--- config.mk ---
export PLATFORM = sky130hd
export DESIGN_NAME = bus_activity_sampler
export DESIGN_NICKNAME = d
export VERILOG_FILES = /design/src/rtl/bas_pkg.sv /design/src/rtl/bas_qualifier.sv /design/src/rtl/bas_sat_counter.sv /design/src/rtl/bas_interval_timer.sv /design/src/rtl/bus_activity_sampler.sv
export SDC_FILE = /design/constraint.sdc
export NUM_CORES = 1
export LEC_CHECK = 0
export ABC_AREA = 1
export BUFFER_PORTS_ARGS = -buffer_cell sky130_fd_sc_hd__buf_2
export CAP_MARGIN = 5
export CORE_MARGIN = 2
export CORE_UTILIZATION = 59
export CTS_BUF_LIST = sky130_fd_sc_hd__clkbuf_16
export DETAILED_ROUTE_END_ITERATION = 7
export GPL_TIMING_DRIVEN = 0
export PLACE_DENSITY_LB_ADDON = 0.12
export SYNTH_ARGS = -nofsm -noshare
export SYNTH_HDL_FRONTEND = slang
export SYNTH_SLANG_ARGS = --single-unit
--- constraint.sdc ---
create_clock -name clk -period 7.9 [get_ports clk]
set_input_delay 1.58 -clock clk [delete_from_list [all_inputs] [get_ports clk]]
set_output_delay 1.58 -clock clk [all_outputs]
set_load 0.02 [all_outputs]
--- src/rtl/bas_pkg.sv ---
package bas_pkg;
  typedef enum logic [1:0] {
    MODE_SHARED = 2'd0,
    MODE_MEMCMD = 2'd1,
    MODE_STROBE = 2'd2,
    MODE_NONE   = 2'd3
  } bas_mode_e;
endpackage

--- src/rtl/bas_qualifier.sv ---
module bas_qualifier
  import bas_pkg::*;
#(
  parameter int unsigned CS_N = 4
) (
  input  bas_mode_e       mode,
  input  logic            split,
  input  logic            frame_n,
  input  logic            irdy_n,
  input  logic [CS_N-1:0] cs_n,
  input  logic            cas_n,
  input  logic            we_n,
  input  logic            stb,
  output logic            hit_a,
  output logic            hit_b
);
  logic mem_access;

  assign mem_access = ~(&cs_n) & ~cas_n;

  always_comb begin
    hit_a = 1'b0;
    hit_b = 1'b0;
    case (mode)
      MODE_SHARED: hit_a = ~(frame_n & irdy_n);
      MODE_MEMCMD: begin
        if (split) begin
          hit_a = mem_access & we_n;
          hit_b = mem_access & ~we_n;
        end else begin
          hit_a = mem_access;
        end
      end
      MODE_STROBE: hit_a = stb;
      default: ;
    endcase
  end
endmodule

--- src/rtl/bas_sat_counter.sv ---
module bas_sat_counter #(
  parameter int unsigned W = 32
) (
  input  logic         clk,
  input  logic         rst,
  input  logic         clr,
  input  logic         inc,
  output logic [W-1:0] cnt_next,
  output logic         ovf_next
);
  localparam logic [W-1:0] MAX = {W{1'b1}};

  logic [W-1:0] cnt;
  logic         ovf;
  logic         at_max;

  assign at_max   = (cnt == MAX);
  assign cnt_next = (inc && !at_max) ? cnt + 1'b1 : cnt;
  assign ovf_next = ovf | (inc & at_max);

  always_ff @(posedge clk) begin
    if (rst || clr) begin
      cnt <= '0;
      ovf <= 1'b0;
    end else begin
      cnt <= cnt_next;
      ovf <= ovf_next;
    end
  end
endmodule

--- src/rtl/bas_interval_timer.sv ---
module bas_interval_timer #(
  parameter int unsigned INTERVAL = 10_000_000
) (
  input  logic clk,
  input  logic rst,
  input  logic start,
  input  logic run,
  output logic last
);
  localparam int unsigned TW = (INTERVAL > 1) ? $clog2(INTERVAL) : 1;
  localparam logic [TW-1:0] END_VAL = TW'(INTERVAL - 1);

  logic [TW-1:0] tmr;

  assign last = run && (tmr == END_VAL);

  always_ff @(posedge clk) begin
    if (rst || start) begin
      tmr <= '0;
    end else if (run) begin
      tmr <= last ? '0 : tmr + 1'b1;
    end
  end
endmodule

--- src/rtl/bus_activity_sampler.sv ---
module bus_activity_sampler
  import bas_pkg::*;
#(
  parameter int unsigned INTERVAL = 10_000_000,
  parameter int unsigned CNT_W    = 32,
  parameter int unsigned IDX_W    = 16,
  parameter int unsigned CS_N     = 4,
  localparam int unsigned BYTES_W = CNT_W + 4
) (
  input  logic               clk,
  input  logic               rst,
  input  logic               arm_i,
  input  logic [1:0]         mode_i,
  input  logic               split_i,
  input  logic               frame_n_i,
  input  logic               irdy_n_i,
  input  logic [CS_N-1:0]    cs_n_i,
  input  logic               cas_n_i,
  input  logic               we_n_i,
  input  logic               stb_i,
  input  logic               rec_ready_i,
  output logic               rec_valid_o,
  output logic [IDX_W-1:0]   rec_index_o,
  output logic [CNT_W-1:0]   rec_count_o,
  output logic [CNT_W-1:0]   rec_wcount_o,
  output logic [BYTES_W-1:0] rec_bytes_o,
  output logic [1:0]         rec_mode_o,
  output logic               rec_ovf_o,
  output logic               rec_lost_o
);
  localparam int unsigned LANES = 2;

  logic       armed;
  logic       warm;
  logic       split_q;
  bas_mode_e  mode_q;
  logic [IDX_W-1:0] idx;

  logic       last;
  logic       clr;
  logic [LANES-1:0] hit;
  logic [LANES-1:0] inc;
  logic [LANES-1:0] ovf_n;
  logic [CNT_W-1:0] cnt_n [LANES];
  logic [CNT_W:0]   sum;
  logic [BYTES_W-1:0] bytes;

  bas_qualifier #(.CS_N(CS_N)) u_qual (
    .mode    (mode_q),
    .split   (split_q),
    .frame_n (frame_n_i),
    .irdy_n  (irdy_n_i),
    .cs_n    (cs_n_i),
    .cas_n   (cas_n_i),
    .we_n    (we_n_i),
    .stb     (stb_i),
    .hit_a   (hit[0]),
    .hit_b   (hit[1])
  );

  bas_interval_timer #(.INTERVAL(INTERVAL)) u_tmr (
    .clk   (clk),
    .rst   (rst),
    .start (arm_i),
    .run   (armed),
    .last  (last)
  );

  assign clr = arm_i | last;

  // lane 0: total or read count, lane 1: write count
  for (genvar g = 0; g < LANES; g++) begin : g_lane
    assign inc[g] = hit[g] & armed & ~arm_i;
    bas_sat_counter #(.W(CNT_W)) u_cnt (
      .clk      (clk),
      .rst      (rst),
      .clr      (clr),
      .inc      (inc[g]),
      .cnt_next (cnt_n[g]),
      .ovf_next (ovf_n[g])
    );
  end

  assign sum = {1'b0, cnt_n[0]} + {1'b0, cnt_n[1]};

  always_comb begin
    case (mode_q)
      MODE_SHARED: bytes = {3'b000, sum} << 2;
      MODE_MEMCMD,
      MODE_STROBE: bytes = {3'b000, sum} << 3;
      default:     bytes = '0;
    endcase
  end

  always_ff @(posedge clk) begin
    if (rst) begin
      armed        <= 1'b0;
      warm         <= 1'b0;
      split_q      <= 1'b0;
      mode_q       <= MODE_SHARED;
      idx          <= '0;
      rec_valid_o  <= 1'b0;
      rec_index_o  <= '0;
      rec_count_o  <= '0;
      rec_wcount_o <= '0;
      rec_bytes_o  <= '0;
      rec_mode_o   <= 2'd0;
      rec_ovf_o    <= 1'b0;
      rec_lost_o   <= 1'b0;
    end else begin
      if (rec_valid_o && rec_ready_i) begin
        rec_valid_o <= 1'b0;
      end
      if (arm_i) begin
        armed   <= 1'b1;
        warm    <= 1'b1;
        mode_q  <= bas_mode_e'(mode_i);
        split_q <= split_i;
        idx     <= '0;
      end else if (last) begin
        mode_q  <= bas_mode_e'(mode_i);
        split_q <= split_i;
        warm    <= 1'b0;
        if (!warm) begin
          idx <= idx + 1'b1;
          if (!rec_valid_o || rec_ready_i) begin
            rec_valid_o  <= 1'b1;
            rec_index_o  <= idx;
            rec_count_o  <= cnt_n[0];
            rec_wcount_o <= cnt_n[1];
            rec_bytes_o  <= bytes;
            rec_mode_o   <= mode_q;
            rec_ovf_o    <= |ovf_n;
          end else begin
            rec_lost_o <= 1'b1;
          end
        end
      end
    end
  end
endmodule

==> implementation parameters <==
Parameter                              Value

Timing
  Number of failing hold endpoints at the final stage ... 0
  Final setup violating endpoints ... 0
  Setup skew after layout ... 0.01234 ns
  Max-slew headroom at the worst pin ... 32.13%
  Least setup slack across all paths after layout ... 2.806 ns
  WHS ... 0.4590 ns
  Crit share post-route ... 64.48%
  Post-route minimum period ... 5.094 ns
  Final-report max-slew violation count ... 0
  F_max ... 196.3 MHz
  Setup repair after global routing missed its margin ... false
  Sum of negative setup slack ... 0 ns
  Worst Tran Pin Value ... 1.018 ns

Placement
  GP Congestion ... 0.9945
  Buffers on Ports ... 134
  HPWL after detailed placement ... 28850 µm
  Placed cell areas ... 13610 µm²
  Post-Place Setup Slack ... 2.357 ns

Yosys
  Avg Inst Size Synth ... 6.867 µm²
  Number of different library cells in the post-synthesis netlist ... 55
  Share of synthesized registers carrying an async set or reset ... 0%
  Sequential-to-total area share from yosys stat ... 36.58%
  Synth Register Bits ... 230
  Count of flip-flops with a built-in enable after synthesis ... 0
  Number of warnings issued by yosys ... 0
  Post-synthesis instance area ... 12590 µm²
  Primary flip-flop cell chosen by synthesis mapping ... dfxtp_1
  Post-synthesis cell count ... 1833

Power and ir drop
  Comb pwr share ... 4.1%
  Power spent charging and discharging nets ... 0.0005599 W
  Switching fraction of total power ... 23.31%
  Worst supply voltage drop on vdd ... 0.1794 mV
  Cell leakage power ... 6.498 nW
  Power per Cell Area ... 166.8 nW/µm²
  Sequential fraction of design power ... 48.5%
  Clock network power share ... 47.4%
  Total internal power ... 0.001842 W

Die
  Area enclosed by the die boundary ... 22520 µm²
  Core Area ... 20960 µm²
  Die boundary width ... 150.1 µm
  Boundary pin count ... 137
  DIE HEIGHT ... 150.1 µm
  Initial core utilization ... 60.07%
  Row count ... 53

CTS
  TritonCTS buffer count ... 24
  CTS root buf ... clkbuf_16
  Post-cts sizing count ... 0
  Clock net sink count ... 230
  H-tree depth reported by CTS ... 1
  Count of buffers added by post-CTS timing repair for setup ... 0
  Count of hold buffers inserted by post-cts repair ... 0
  Number of buffers between clock root and the deepest sink ... 3
  Clk Latency, worst-skew pair ... 0.54 ns
  Clock transition time at the flip-flop clock pins of the worst setup and hold paths ... 0.05 ns
  CTS tree ... yes

Route
  Overall via count from detail_route ... 12440
  DR DRC count ... 0
  Drt total wl ... 36780 µm
  Post-detailed-route wirelength per cell ... 16.09 µm
  Antenna violation net count after detailed routing ... 0
  Number of DRC markers after the initial detailed-route iteration ... 885
  Number of vias per cell after detailed routing ... 5.443
  Number of search-and-repair iterations in the first detailed-routing pass ... 5

Critical path
  Crit path arrival time ... 5.47 ns
  Cell seen most often among critical-path stages ... nand2_1
  Delay of the slowest cell on the worst path ... 0.41 ns
  Sort of element at the end of the critical path ... flip-flop
  Worst Path Max Fanout ... 10
  Critical path class ... in2reg
  Slowest stage cell, crit path ... ha_1
  Worst Setup Start Kind ... input port
  Worst path required time ... 8.28 ns

Final layout
  Fillers ... 1946
  Area growth from synthesis to layout ... 14.43%
  Top library cells by usage in the layout, fill and taps aside ... nand2_1 (378), dfxtp_1 (230), nor2_1 (221), inv_1 (220), a21oi_1 (172)
  Net count reported at finish ... 2051
  Post-route design area ... 14400 µm²
  Share of layout cells above drive strength 1 ... 13.78%
  Most frequent standard cell in the layout excluding fill and tap cells ... nand2_1
  Core Util, Final ... 68.74%
  Antenna cell count ... 0

Global route
  Number of global-route vias before repair ... 11550
  Antenna violations before repair ... 0
  Global router's overall resource usage ... 32.52%
  Wire length of the first global-routing pass ... 57700 µm
  Pin count of the biggest net entering global routing ... 16
  Overflow after GRT ... 0

Min path
  Worst min path class ... reg2reg

Flow run
  Max-Cap Viols ... 0

Status
  Run status ... finished clean
## logic make-up after synthesis
| group | Yosys count | synth area share, % |
|---|---|---|
| AO/OA/AOI/OAI | 332 | 13.85 |
| XOR/XNOR | 73 | 5.079 |
| adder cells (fa/ha/maj) | 40 | 4.036 |
| buffers and inverters | 291 | 9.105 |
| flip-flops | 230 | 36.58 |
| other | 1 | 0.02979 |
| AND/OR/NAND/NOR | 866 | 31.32 |
## through the flow
step           cells  power (W)
2_1_floorplan   1834   0.001253
3_3_place_gp    2243   0.001285
3_5_place_dp    2243   0.001287
4_1_cts         2284   0.002410
5_1_grt         2285   0.002469
6_report        2285   0.002402
## registers in the layout, summed over array words and instances, names as in the netlist, 2 cells and up
| register | count |
|---|---|
| g_lane.u_cnt.cnt | 64 |
| g_lane.u_cnt.ovf | 2 |
| idx | 16 |
| mode_q | 2 |
| rec_bytes_o | 34 |
| rec_count_o | 32 |
| rec_index_o | 16 |
| rec_mode_o | 2 |
| rec_wcount_o | 32 |
| u_tmr.tmr | 24 |
## metal layers
layer | track usage, % | share of wire [%] | up-vias
met5 | 0 | 0 | -
met4 | 11.93 | 3.6 | 0
li1 | - | - | 6268
met1 | 42.33 | 44 | 5678
met2 | 54.43 | 45 | 415
met3 | 5.213 | 7.1 | 76
## cell usage after synthesis, types with 2 or more instances
cell type / instances / area [µm²]
inv_1: 218 / 818.3
ha_1: 39 / 488.0
inv_2: 10 / 37.54
buf_2: 9 / 45.04
nand2_1: 378 / 1419
o21a_1: 5 / 37.54
buf_1: 5 / 18.77
a21oi_2: 3 / 26.28
nor2_2: 11 / 68.82
xnor2_1: 13 / 113.9
nor2_4: 7 / 78.83
a21oi_1: 172 / 860.8
nand4_1: 41 / 256.5
nor3_1: 24 / 120.1
nor4_1: 12 / 75.07
nand3b_1: 6 / 45.04
nand3_4: 2 / 35.03
nand3_1: 102 / 510.5
a31oi_1: 7 / 43.79
or2_2: 2 / 12.51
o22ai_1: 13 / 81.33
o21ai_1: 3 / 15.01
nand2_2: 34 / 212.7
clkbuf_1: 38 / 142.6
nand2_4: 6 / 67.56
xor2_1: 60 / 525.5
a211oi_1: 2 / 15.01
nor2_1: 221 / 829.6
nor3b_1: 4 / 30.03
buf_4: 5 / 37.54
clkinv_1: 4 / 15.01
o21ai_0: 120 / 600.6
nand3_2: 6 / 60.06
dfxtp_1: 230 / 4604
## power groups by stage
stage / combinational [W] / clock (W) / sequential (W)
after floorplan: 0.0000617 / 0 / 0.00119
after global placement: 0.0000941 / 0 / 0.00119
after detailed placement: 0.0000958 / 0 / 0.00119
after CTS: 0.0000965 / 0.00115 / 0.00117
after global routing: 0.000106 / 0.00120 / 0.00117
final: 0.0000983 / 0.00114 / 0.00117
## worst paths after layout
path                                                    from                      endpoint  slack, ns  cells past startpoint
worst min-delay path            rec_bytes_o[28]$_SDFFE_PP0P_  rec_bytes_o[28]$_SDFFE_PP0P_       0.46                      2
worst min register to register  rec_bytes_o[28]$_SDFFE_PP0P_  rec_bytes_o[28]$_SDFFE_PP0P_       0.46                      2
worst max register to register        mode_q[1]$_SDFFE_PP0P_  rec_bytes_o[30]$_SDFFE_PP0P_       3.17                     32
worst max-delay path                               cs_n_i[0]  rec_bytes_o[30]$_SDFFE_PP0P_       2.81                     31
## final cells by class
| cell class | instances | area (µm²) | share of cell area, % |
|---|---|---|---|
| Multi-Input combinational cell | 1313 | 6840 | 47.49 |
| Sequential cell | 230 | 4604 | 31.97 |
| Inverter | 232 | 870.8 | 6.046 |
| Timing Repair Buffer | 135 | 678.2 | 4.708 |
| Clock buffer | 24 | 600.6 | 4.170 |
| Tap cell | 275 | 344.1 | 2.389 |
| Buffer | 59 | 275.3 | 1.911 |
| Clock inverter | 17 | 190.2 | 1.320 |
## worst max-delay path: cells and delay by family
kind | cells | cell delay (ns)
AO/OA/AOI/OAI | 1 | 0.05
XOR/XNOR | 1 | 0.29
AND/OR/NAND/NOR | 21 | 2.46
adder cells (fa/ha/maj) | 1 | 0.41
buffers and inverters | 7 | 0.68
Power figures use the tool's default switching activity.
